==> config.mk <==
export PLATFORM = sky130hd
export DESIGN_NAME = can_sleep_guard
export DESIGN_NICKNAME = d
export VERILOG_FILES = /design/src/rtl/canpm_pkg.sv /design/src/rtl/canpm_lockreg.sv /design/src/rtl/canpm_regfile.sv /design/src/rtl/canpm_sleep_fsm.sv /design/src/rtl/canpm_txgate.sv /design/src/rtl/can_sleep_guard.sv
export SDC_FILE = /design/constraint.sdc
export NUM_CORES = 1
export LEC_CHECK = 0
export ABC_AREA = 0
export BUFFER_PORTS_ARGS = -buffer_cell sky130_fd_sc_hd__buf_2
export CAP_MARGIN = 10
export CORE_MARGIN = 4
export CORE_UTILIZATION = 48
export CTS_CLUSTER_DIAMETER = 40
export CTS_CLUSTER_SIZE = 25
export DETAILED_ROUTE_END_ITERATION = 12
export HOLD_SLACK_MARGIN = 0.06
export PLACE_DENSITY_LB_ADDON = 0.1
export SLEW_MARGIN = 40
export SYNTH_ARGS = -nofsm -noshare
export SYNTH_HDL_FRONTEND = slang
export SYNTH_HIERARCHICAL = 1
export SYNTH_SLANG_ARGS = --single-unit
export TNS_END_PERCENT = 1
==> constraint.sdc <==
create_clock -name clk -period 1.6 [get_ports clk]
set_input_delay 0.16 -clock clk [delete_from_list [all_inputs] [get_ports clk]]
set_output_delay 0.16 -clock clk [all_outputs]
set_load 0.01 [all_outputs]
==> src/rtl/canpm_pkg.sv <==
package canpm_pkg;

    typedef enum logic [1:0] {
        SLP_AWAKE   = 2'd0,
        SLP_PENDING = 2'd1,
        SLP_ASLEEP  = 2'd2
    } slp_state_e;

    // address map (byte addresses)
    localparam int ADDR_MCTL      = 0;
    localparam int ADDR_FILT_BASE = 8;
    localparam int NUM_FIXED_CFG  = 4;   // control, timing0, timing1, acceptance mode

    // control byte bit positions
    localparam int BIT_SRST = 0;
    localparam int BIT_REQ  = 1;
    localparam int BIT_ACK  = 2;
    localparam int BIT_WAKE = 3;

    // address of configuration slot i: fixed bytes at 1.., filter bytes from the filter base
    function automatic int cfg_addr(input int i);
        return (i < NUM_FIXED_CFG) ? (i + 1) : (ADDR_FILT_BASE + i - NUM_FIXED_CFG);
    endfunction

endpackage

==> src/rtl/canpm_lockreg.sv <==
module canpm_lockreg #(
    parameter int DW = 8
) (
    input  logic          clk,
    input  logic          rst_n,
    input  logic          we,
    input  logic          unlock,
    input  logic [DW-1:0] d,
    output logic [DW-1:0] q
);
    always_ff @(posedge clk or negedge rst_n) begin
        if (!rst_n)
            q <= '0;
        else if (we && unlock)
            q <= d;
    end
endmodule

==> src/rtl/canpm_regfile.sv <==
module canpm_regfile
    import canpm_pkg::*;
#(
    parameter int DW    = 8,
    parameter int AW    = 5,
    parameter int NFILT = 4
) (
    input  logic                clk,
    input  logic                rst_n,
    input  logic                wr_en,
    input  logic [AW-1:0]       wr_addr,
    input  logic [DW-1:0]       wr_data,
    input  logic [AW-1:0]       rd_addr,
    output logic [DW-1:0]       rd_data,
    input  logic                slp_ack,
    input  logic                req_clr,
    input  logic [DW-1:0]       rx_err_cnt,
    input  logic [DW-1:0]       tx_err_cnt,
    output logic                soft_rst,
    output logic                slp_req,
    output logic                wake_en,
    output logic [DW-1:0]       cfg_ctrl,
    output logic [DW-1:0]       cfg_time0,
    output logic [DW-1:0]       cfg_time1,
    output logic [DW-1:0]       cfg_acc_mode,
    output logic [NFILT*DW-1:0] cfg_acc,
    output logic [NFILT*DW-1:0] cfg_mask
);
    localparam int NCFG      = NUM_FIXED_CFG + 2 * NFILT;
    localparam int ADDR_RXE  = ADDR_FILT_BASE + 2 * NFILT;
    localparam int ADDR_TXE  = ADDR_RXE + 1;

    logic [DW-1:0] cfg_q [NCFG];
    logic          mctl_we;

    assign mctl_we = wr_en && (wr_addr == AW'(ADDR_MCTL));

    // control byte: always writable; hardware clears the request on an activity wakeup
    always_ff @(posedge clk or negedge rst_n) begin
        if (!rst_n) begin
            soft_rst <= 1'b1;
            slp_req  <= 1'b0;
            wake_en  <= 1'b0;
        end else begin
            if (mctl_we) begin
                soft_rst <= wr_data[BIT_SRST];
                slp_req  <= wr_data[BIT_REQ];
                wake_en  <= wr_data[BIT_WAKE];
            end
            if (req_clr)
                slp_req <= 1'b0;
        end
    end

    // lockable configuration bytes
    for (genvar i = 0; i < NCFG; i++) begin : g_cfg
        localparam int A = cfg_addr(i);
        canpm_lockreg #(.DW(DW)) u_reg (
            .clk    (clk),
            .rst_n  (rst_n),
            .we     (wr_en && (wr_addr == AW'(A))),
            .unlock (soft_rst),
            .d      (wr_data),
            .q      (cfg_q[i])
        );
    end

    assign cfg_ctrl     = cfg_q[0];
    assign cfg_time0    = cfg_q[1];
    assign cfg_time1    = cfg_q[2];
    assign cfg_acc_mode = cfg_q[3];

    for (genvar i = 0; i < NFILT; i++) begin : g_filt
        assign cfg_acc[i*DW +: DW]  = cfg_q[NUM_FIXED_CFG + i];
        assign cfg_mask[i*DW +: DW] = cfg_q[NUM_FIXED_CFG + NFILT + i];
    end

    // read mux
    always_comb begin
        rd_data = '0;
        if (rd_addr == AW'(ADDR_MCTL)) begin
            rd_data[BIT_SRST] = soft_rst;
            rd_data[BIT_REQ]  = slp_req;
            rd_data[BIT_ACK]  = slp_ack;
            rd_data[BIT_WAKE] = wake_en;
        end else if (rd_addr == AW'(ADDR_RXE)) begin
            rd_data = rx_err_cnt;
        end else if (rd_addr == AW'(ADDR_TXE)) begin
            rd_data = tx_err_cnt;
        end else begin
            for (int i = 0; i < NCFG; i++)
                if (rd_addr == AW'(cfg_addr(i)))
                    rd_data = cfg_q[i];
        end
    end
endmodule

==> src/rtl/canpm_sleep_fsm.sv <==
module canpm_sleep_fsm
    import canpm_pkg::*;
(
    input  logic clk,
    input  logic rst_n,
    input  logic slp_req,
    input  logic wake_en,
    input  logic bus_busy,
    output logic slp_ack,
    output logic clk_en,
    output logic req_clr,
    output logic wake_irq
);
    slp_state_e state_q, state_d;

    // state register
    always_ff @(posedge clk or negedge rst_n) begin
        if (!rst_n)
            state_q <= SLP_AWAKE;
        else
            state_q <= state_d;
    end

    // transitions
    always_comb begin
        state_d = state_q;
        unique case (state_q)
            SLP_AWAKE: begin
                if (slp_req)
                    state_d = bus_busy ? SLP_PENDING : SLP_ASLEEP;
            end
            SLP_PENDING: begin
                if (!slp_req)
                    state_d = SLP_AWAKE;
                else if (!bus_busy)
                    state_d = SLP_ASLEEP;
            end
            SLP_ASLEEP: begin
                if (bus_busy || !slp_req)
                    state_d = SLP_AWAKE;
            end
            default: state_d = SLP_AWAKE;
        endcase
    end

    // outputs
    always_comb begin
        slp_ack = (state_q == SLP_ASLEEP);
        clk_en  = (state_q != SLP_ASLEEP);
        req_clr = (state_q == SLP_ASLEEP) && bus_busy;
    end

    always_ff @(posedge clk or negedge rst_n) begin
        if (!rst_n)
            wake_irq <= 1'b0;
        else
            wake_irq <= (state_q == SLP_ASLEEP) && bus_busy && wake_en;
    end
endmodule

==> src/rtl/canpm_txgate.sv <==
module canpm_txgate (
    input  logic eng_tx,
    input  logic stop_mode,
    output logic tx_pin
);
    localparam logic RECESSIVE = 1'b1;
    assign tx_pin = stop_mode ? RECESSIVE : eng_tx;
endmodule

==> src/rtl/can_sleep_guard.sv <==
module can_sleep_guard #(
    parameter int DW    = 8,
    parameter int AW    = 5,
    parameter int NFILT = 4
) (
    input  logic                clk,
    input  logic                rst_n,
    input  logic                wr_en,
    input  logic [AW-1:0]       wr_addr,
    input  logic [DW-1:0]       wr_data,
    input  logic [AW-1:0]       rd_addr,
    output logic [DW-1:0]       rd_data,
    input  logic                rx_busy,
    input  logic                tx_busy,
    input  logic [DW-1:0]       rx_err_cnt,
    input  logic [DW-1:0]       tx_err_cnt,
    input  logic                eng_tx,
    input  logic                stop_mode,
    output logic                tx_pin,
    output logic                clk_en,
    output logic                wake_irq,
    output logic [DW-1:0]       cfg_ctrl,
    output logic [DW-1:0]       cfg_time0,
    output logic [DW-1:0]       cfg_time1,
    output logic [DW-1:0]       cfg_acc_mode,
    output logic [NFILT*DW-1:0] cfg_acc,
    output logic [NFILT*DW-1:0] cfg_mask
);
    logic soft_rst, slp_req, wake_en, slp_ack, req_clr, bus_busy;

    assign bus_busy = rx_busy | tx_busy;

    canpm_regfile #(.DW(DW), .AW(AW), .NFILT(NFILT)) u_regs (
        .clk          (clk),
        .rst_n        (rst_n),
        .wr_en        (wr_en),
        .wr_addr      (wr_addr),
        .wr_data      (wr_data),
        .rd_addr      (rd_addr),
        .rd_data      (rd_data),
        .slp_ack      (slp_ack),
        .req_clr      (req_clr),
        .rx_err_cnt   (rx_err_cnt),
        .tx_err_cnt   (tx_err_cnt),
        .soft_rst     (soft_rst),
        .slp_req      (slp_req),
        .wake_en      (wake_en),
        .cfg_ctrl     (cfg_ctrl),
        .cfg_time0    (cfg_time0),
        .cfg_time1    (cfg_time1),
        .cfg_acc_mode (cfg_acc_mode),
        .cfg_acc      (cfg_acc),
        .cfg_mask     (cfg_mask)
    );

    canpm_sleep_fsm u_fsm (
        .clk      (clk),
        .rst_n    (rst_n),
        .slp_req  (slp_req),
        .wake_en  (wake_en),
        .bus_busy (bus_busy),
        .slp_ack  (slp_ack),
        .clk_en   (clk_en),
        .req_clr  (req_clr),
        .wake_irq (wake_irq)
    );

    canpm_txgate u_tx (
        .eng_tx    (eng_tx),
        .stop_mode (stop_mode),
        .tx_pin    (tx_pin)
    );
endmodule

==> run summary, run 1 <==
setup ws final = -0.564 ns
Area growth, synth to finish = 34.7%
max cap viols = 0
DRC = 0
Mean Syn Cell Area = 11.5 um2
largest net degree at the start of global routing = 48
WL final = 18000 um
via count = 4962
Pre-antenna DRT Iters = 5
area of the mapped netlist = 5440 um2
Commonest cells post-synth = mux2_2 (108), dfrtp_1 (101), nor2_1 (36), o21ai_0 (17), nand2_1 (16)
setup tns final = -3.24 ns
Final GP Congestion = 0.919
R2R depth = 2
Synth Register Bits = 102
Avg WL per Cell = 21.2 um
worst-margin pin slew = 0.426 ns
Reg2Reg Launch Point = u_regs/soft_rst
status = finished, violations left
CTS H-tree lvls = 3
Antenna diodes = 0
crit path kind = reg2out
Netlist cell types = 65
Crit. Startpoint = u_regs/g_cfg[2].u_reg/q[0]
Crit Path Max Fanout = 3
P_leak = 0.00387 uW
Setup Skew = 0.00388 ns
Worst setup EP type = output port
initial antenna violation count = 0
post-route insts no fill = 846
Worst Path Arrival = 2.00 ns
first-pass GRT wire length = 27900 um
sequential fraction of the synthesis area = 47.0%
Rows = 38
Post-Route Utilization = 66.7%
total clock buffers created by CTS = 9
Iter 0 DRT Violations = 356
Core Area = 11000 um2
CTS tree = yes
Mapped Cells = 474
fmax = 462 MHz
worst ir drop on vdd = 0.000684 V
period utilization = 135%
startpoint types = register
final hold violations = 0
Root Buffer = clkbuf_16
Layout Nets = 743
gr usage total = 27.9%
HP Start = rx_busy
CTS clk-pin slew, worst paths = 0.07 ns
fin crit period = 2.16 ns
number of buffers added on ports = 147
vias per inst = 5.87
Yosys top cell by area = dfrtp_1
top-count cell post-synth = mux2_2
Final Max Tran Viols = 0
Power Dens Cells = 884 nW/um2
Die X = 114 um
ANT nets after route = 0
# setup viols final = 8
RSZ-0062 raised after global routing = true
Synth top area share = 46.5%
clk_lat worst skew = 0.34 ns
vias in the first global route = 5016
Mapped Nets = 515
I/O pin cnt = 148
placed instance count = 829
worst min path class = in2reg
Post-synth EDFFs = 0
top_reg_cell synth = dfrtp_1
synth top area cells = dfrtp_1 (46%), mux2_2 (22%), nor2_1 (2.5%)
Cells on Worst Hold Path = 3
worst path required time = 1.44 ns
failing checks = negative setup slack
Max-slew headroom = 71.5%
Yosys warning count = 6
asr flop ratio synth = 100%
Die H = 114 um
clk buf depth = 2
layout cells sized above 1 = 56.5%
Initial Util = 49.5%
CTS sink cnt = 102
Final HPWL DP = 13800 um
GRT overflow = 0
DIE AREA = 13100 um2
## layout by cell type, fill, tap and decap left out, types with 6 or more instances in the layout
cell type	synthesis	routed
nand2_1	16	15
buf_2	12	145
clkbuf_16	0	9
dfrtp_1	101	101
o21ai_0	17	17
nand2_2	12	13
buf_4	5	87
inv_1	8	8
nor2b_1	10	9
mux2_2	108	107
a31oi_1	7	7
nor2_1	36	35
a21oi_1	11	9
nand3_1	9	9
a22oi_1	6	6
## final cells by class
type | instances | area (um2)
clock buffer | 12 | 256
clock inverter | 3 | 43.8
fill | 888 | 3660
inverter | 8 | 30.0
multi-input combinational | 342 | 2790
sequential | 102 | 2550
tap | 140 | 175
timing repair buffer | 239 | 1480
## logic make-up (layout without fill, tap and decap cells)
| logic type | count (synthesis) | count (layout) | share of synthesized area [%] |
|---|---|---|---|
| AOI/OAI and AO/OA | 102 | 102 | 13.8 |
| buffers and inverters | 30 | 262 | 3.11 |
| DFF | 102 | 102 | 47.0 |
| muxes | 112 | 112 | 23.1 |
| and+or+nand+nor | 128 | 128 | 13.0 |
## routing by layer
metal / global-route usage (%) / share of wire [%] / up-vias
li1: - / - / 2251
met1: 38.0 / 42 / 2463
met2: 45.8 / 48 / 228
met3: 5.81 / 8.1 / 20
met4: 7.13 / 1.7 / 0
met5: 0 / 0 / -
## path summary, 6_finish.rpt
path / endpoint / slack (ns)
max reg2reg: u_regs/g_cfg[9].u_reg/q[6] / 0.07
min in group asynchronous: u_regs/g_cfg[5].u_reg/q[1] / 0.24
max in group asynchronous: u_regs/soft_rst / 0.82
min reg2reg: u_fsm/state_q[1] / 0.51
min: u_fsm/state_q[1] / 0.11
max: rd_data[0] / -0.56
## where the power goes
part | switching (uW) | total (uW) | internal (uW)
registers | 229 | 3030 | 2800
clock network | 920 | 2210 | 1290
logic | 625 | 1230 | 608
## per-stage QoR
stage | hold slack (ns) | cell area (um2) | power [uW] | setup slack [ns]
after floorplan | -0.136 | 5440 | 3600 | -0.0719
after global placement | 0.0549 | 6930 | 4250 | -0.395
after detailed placement | 0.0583 | 6930 | 4280 | -0.403
after CTS | 0.110 | 7280 | 6490 | -0.553
after global routing | 0.128 | 7320 | 6740 | -0.637
final | 0.113 | 7320 | 6470 | -0.564
## sequential cells by signal (all words and copies together), names as in the netlist
name,cells
u_regs/slp_req,1
u_fsm/wake_irq,1
u_fsm/state_q,2
u_regs/g_cfg.u_reg/q,96
u_regs/soft_rst,1
u_regs/wake_en,1
## timing repair
action,CTS,global route
pin swaps,3,2
buffers inserted,0,1
endpoints found under the setup margin,8,8
endpoints found under the hold margin,101,0
resized for setup,11,7
hold buffers,1,0
## critical path, stage by stage, from the launching register on
cell and delay [ns]:
dfrtp_1 0.41, mux2_4 0.27, or3_4 0.32, a32oi_2 0.21, a211o_1 0.17, o211ai_1 0.12
buf_2 0.16
Note: power is estimated with default switching activity, not from simulation.
==> run 2, diff against run 1 <==
--- a/config.mk
+++ b/config.mk
@@ -9,7 +9,8 @@
 export BUFFER_PORTS_ARGS = -buffer_cell sky130_fd_sc_hd__buf_2
 export CAP_MARGIN = 10
 export CORE_MARGIN = 4
-export CORE_UTILIZATION = 48
+export CORE_UTILIZATION = 49
+export CTS_BUF_LIST = sky130_fd_sc_hd__clkbuf_4
 export CTS_CLUSTER_DIAMETER = 40
 export CTS_CLUSTER_SIZE = 25
 export DETAILED_ROUTE_END_ITERATION = 12
==> run summary, run 2 (synthesis gave the netlist of run 1 again) <==
post-route insts no fill = 850
placed instance count = 827
worst-margin pin slew = 0.406 ns
worst ir drop on vdd = 0.000735 V
I/O pin cnt = 148
Final GP Congestion = 0.919
vias in the first global route = 5084
total clock buffers created by CTS = 9
Final HPWL DP = 13600 um
Iter 0 DRT Violations = 327
vias per inst = 5.78
Core Area = 10800 um2
largest net degree at the start of global routing = 33
setup ws final = -0.707 ns
layout cells sized above 1 = 54.9%
Reg2Reg Launch Point = u_regs/soft_rst
CTS tree = yes
fin crit period = 2.31 ns
CTS clk-pin slew, worst paths = 0.16 ns
fmax = 434 MHz
crit path kind = reg2out
clk_lat worst skew = 0.49 ns
failing checks = negative setup slack
worst min path class = in2reg
final hold violations = 0
Worst setup EP type = output port
Pre-antenna DRT Iters = 5
Final Max Tran Viols = 0
Root Buffer = clkbuf_4
P_leak = 0.00384 uW
Cells on Worst Hold Path = 2
Post-Route Utilization = 66.6%
# setup viols final = 8
ANT nets after route = 0
CTS H-tree lvls = 3
post-route design area = 7220 um2
DIE AREA = 12800 um2
startpoint types = register
number of buffers added on ports = 147
Placed Area = 6920 um2
initial antenna violation count = 0
RSZ-0062 raised after global routing = true
Biggest register = u_regs/g_cfg.u_reg/q
Antenna diodes = 0
Setup Skew = 0.0156 ns
Avg WL per Cell = 21.0 um
worst path required time = 1.44 ns
max cap viols = 0
gr usage total = 28.4%
biggest regs = u_regs/g_cfg.u_reg/q: 96 flops, u_fsm/state_q: 2 flops
Layout Nets = 746
max FFs per register = 96
commonest non-fill, non-tap cells in the layout = buf_2 (142), mux2_2 (108), dfrtp_1 (101), buf_4 (90), nor2_1 (36)
Worst Hold Endpoint = u_regs/g_cfg[3].u_reg/q[3]
clk buf depth = 2
Max-slew headroom = 73.0%
first-pass GRT wire length = 28100 um
Die H = 113 um
CTS sink cnt = 102
Crit Path Max Fanout = 2
commonest non-fill, non-tap cell in the layout = buf_2
R2R depth = 2
WL final = 17900 um
Die X = 113 um
via count = 4916
Rows = 38
Initial Util = 50.2%
reg2reg setup slack = 0.09 ns
status = finished, violations left
HP Start = wr_data[3]
Worst Path Arrival = 2.15 ns
DRC = 0
GRT overflow = 0
FF-to-FF End = u_regs/g_cfg[2].u_reg/q[2]
period utilization = 144%
Area growth, synth to finish = 32.8%
Power Dens Cells = 845 nW/um2
## run 2: power breakdown
part           switching, uW  leakage (uW)  internal, uW  total (uW)
Clock                    905      0.000111           956        1860
Combinational            615       0.00233           607        1220
Sequential               221       0.00140          2800        3020
## run 2: worst max path at each step
| stage | startpoint | slack (ns) | to | cells past startpoint |
|---|---|---|---|---|
| 2_1_floorplan | rd_addr[3] | -0.07 | rd_data[7] | 7 |
| 3_3_place_gp | rd_addr[0] | -0.50 | rd_data[3] | 7 |
| 3_5_place_dp | rd_addr[0] | -0.49 | rd_data[3] | 7 |
| 4_1_cts | u_regs/g_cfg[2].u_reg/q[0] | -0.71 | rd_data[0] | 6 |
| 5_1_grt | u_regs/g_cfg[2].u_reg/q[0] | -0.83 | rd_data[0] | 6 |
| 6_report | u_regs/g_cfg[0].u_reg/q[0] | -0.71 | rd_data[0] | 6 |
## run 2: routing by layer
layer	share of wire, %	vias up	global-route usage (%)
met4	2.2	0	9.94
met5	0	-	0
met1	44	2453	38.9
met3	6.6	33	5.13
met2	47	187	45.6
li1	-	2243	-
## run 2: final cells by class
class | count | area [um2]
multi-input cells | 342 | 2740
well taps | 140 | 175
clock buffers | 9 | 67.6
fillers | 882 | 3620
flip-flops and latches | 102 | 2550
repair buffers | 242 | 1520
clock inverters | 7 | 143
inverters | 8 | 30.0
## run 2: worst max-delay path, stage by stage (launching register included)
cell,delay (ns)
dfrtp_1,0.43
mux2_2,0.27
or3_1,0.31
a32oi_1,0.20
a211o_1,0.18
o211ai_1,0.11
buf_2,0.16
## run 2: through the flow
| step | total power, uW | setup WS (ns) | setup TNS [ns] | hold slack [ns] |
|---|---|---|---|---|
| after floorplan | 3600 | -0.0719 | -0.0880 | -0.136 |
| after detailed placement | 4270 | -0.490 | -3.34 | 0.112 |
| final | 6100 | -0.707 | -4.26 | 0.0835 |
| after global routing | 6370 | -0.828 | -5.08 | 0.0838 |
| after global placement | 4240 | -0.499 | -3.44 | 0.108 |
| after CTS | 6140 | -0.709 | -4.43 | 0.0619 |
## run 2: timing repair
action	CTS	global route
hold buffers	5	0
endpoints found under the setup margin	8	8
buffers inserted	1	1
gates resized for setup	9	2
endpoints found under the hold margin	114	0
pin swaps	6	3
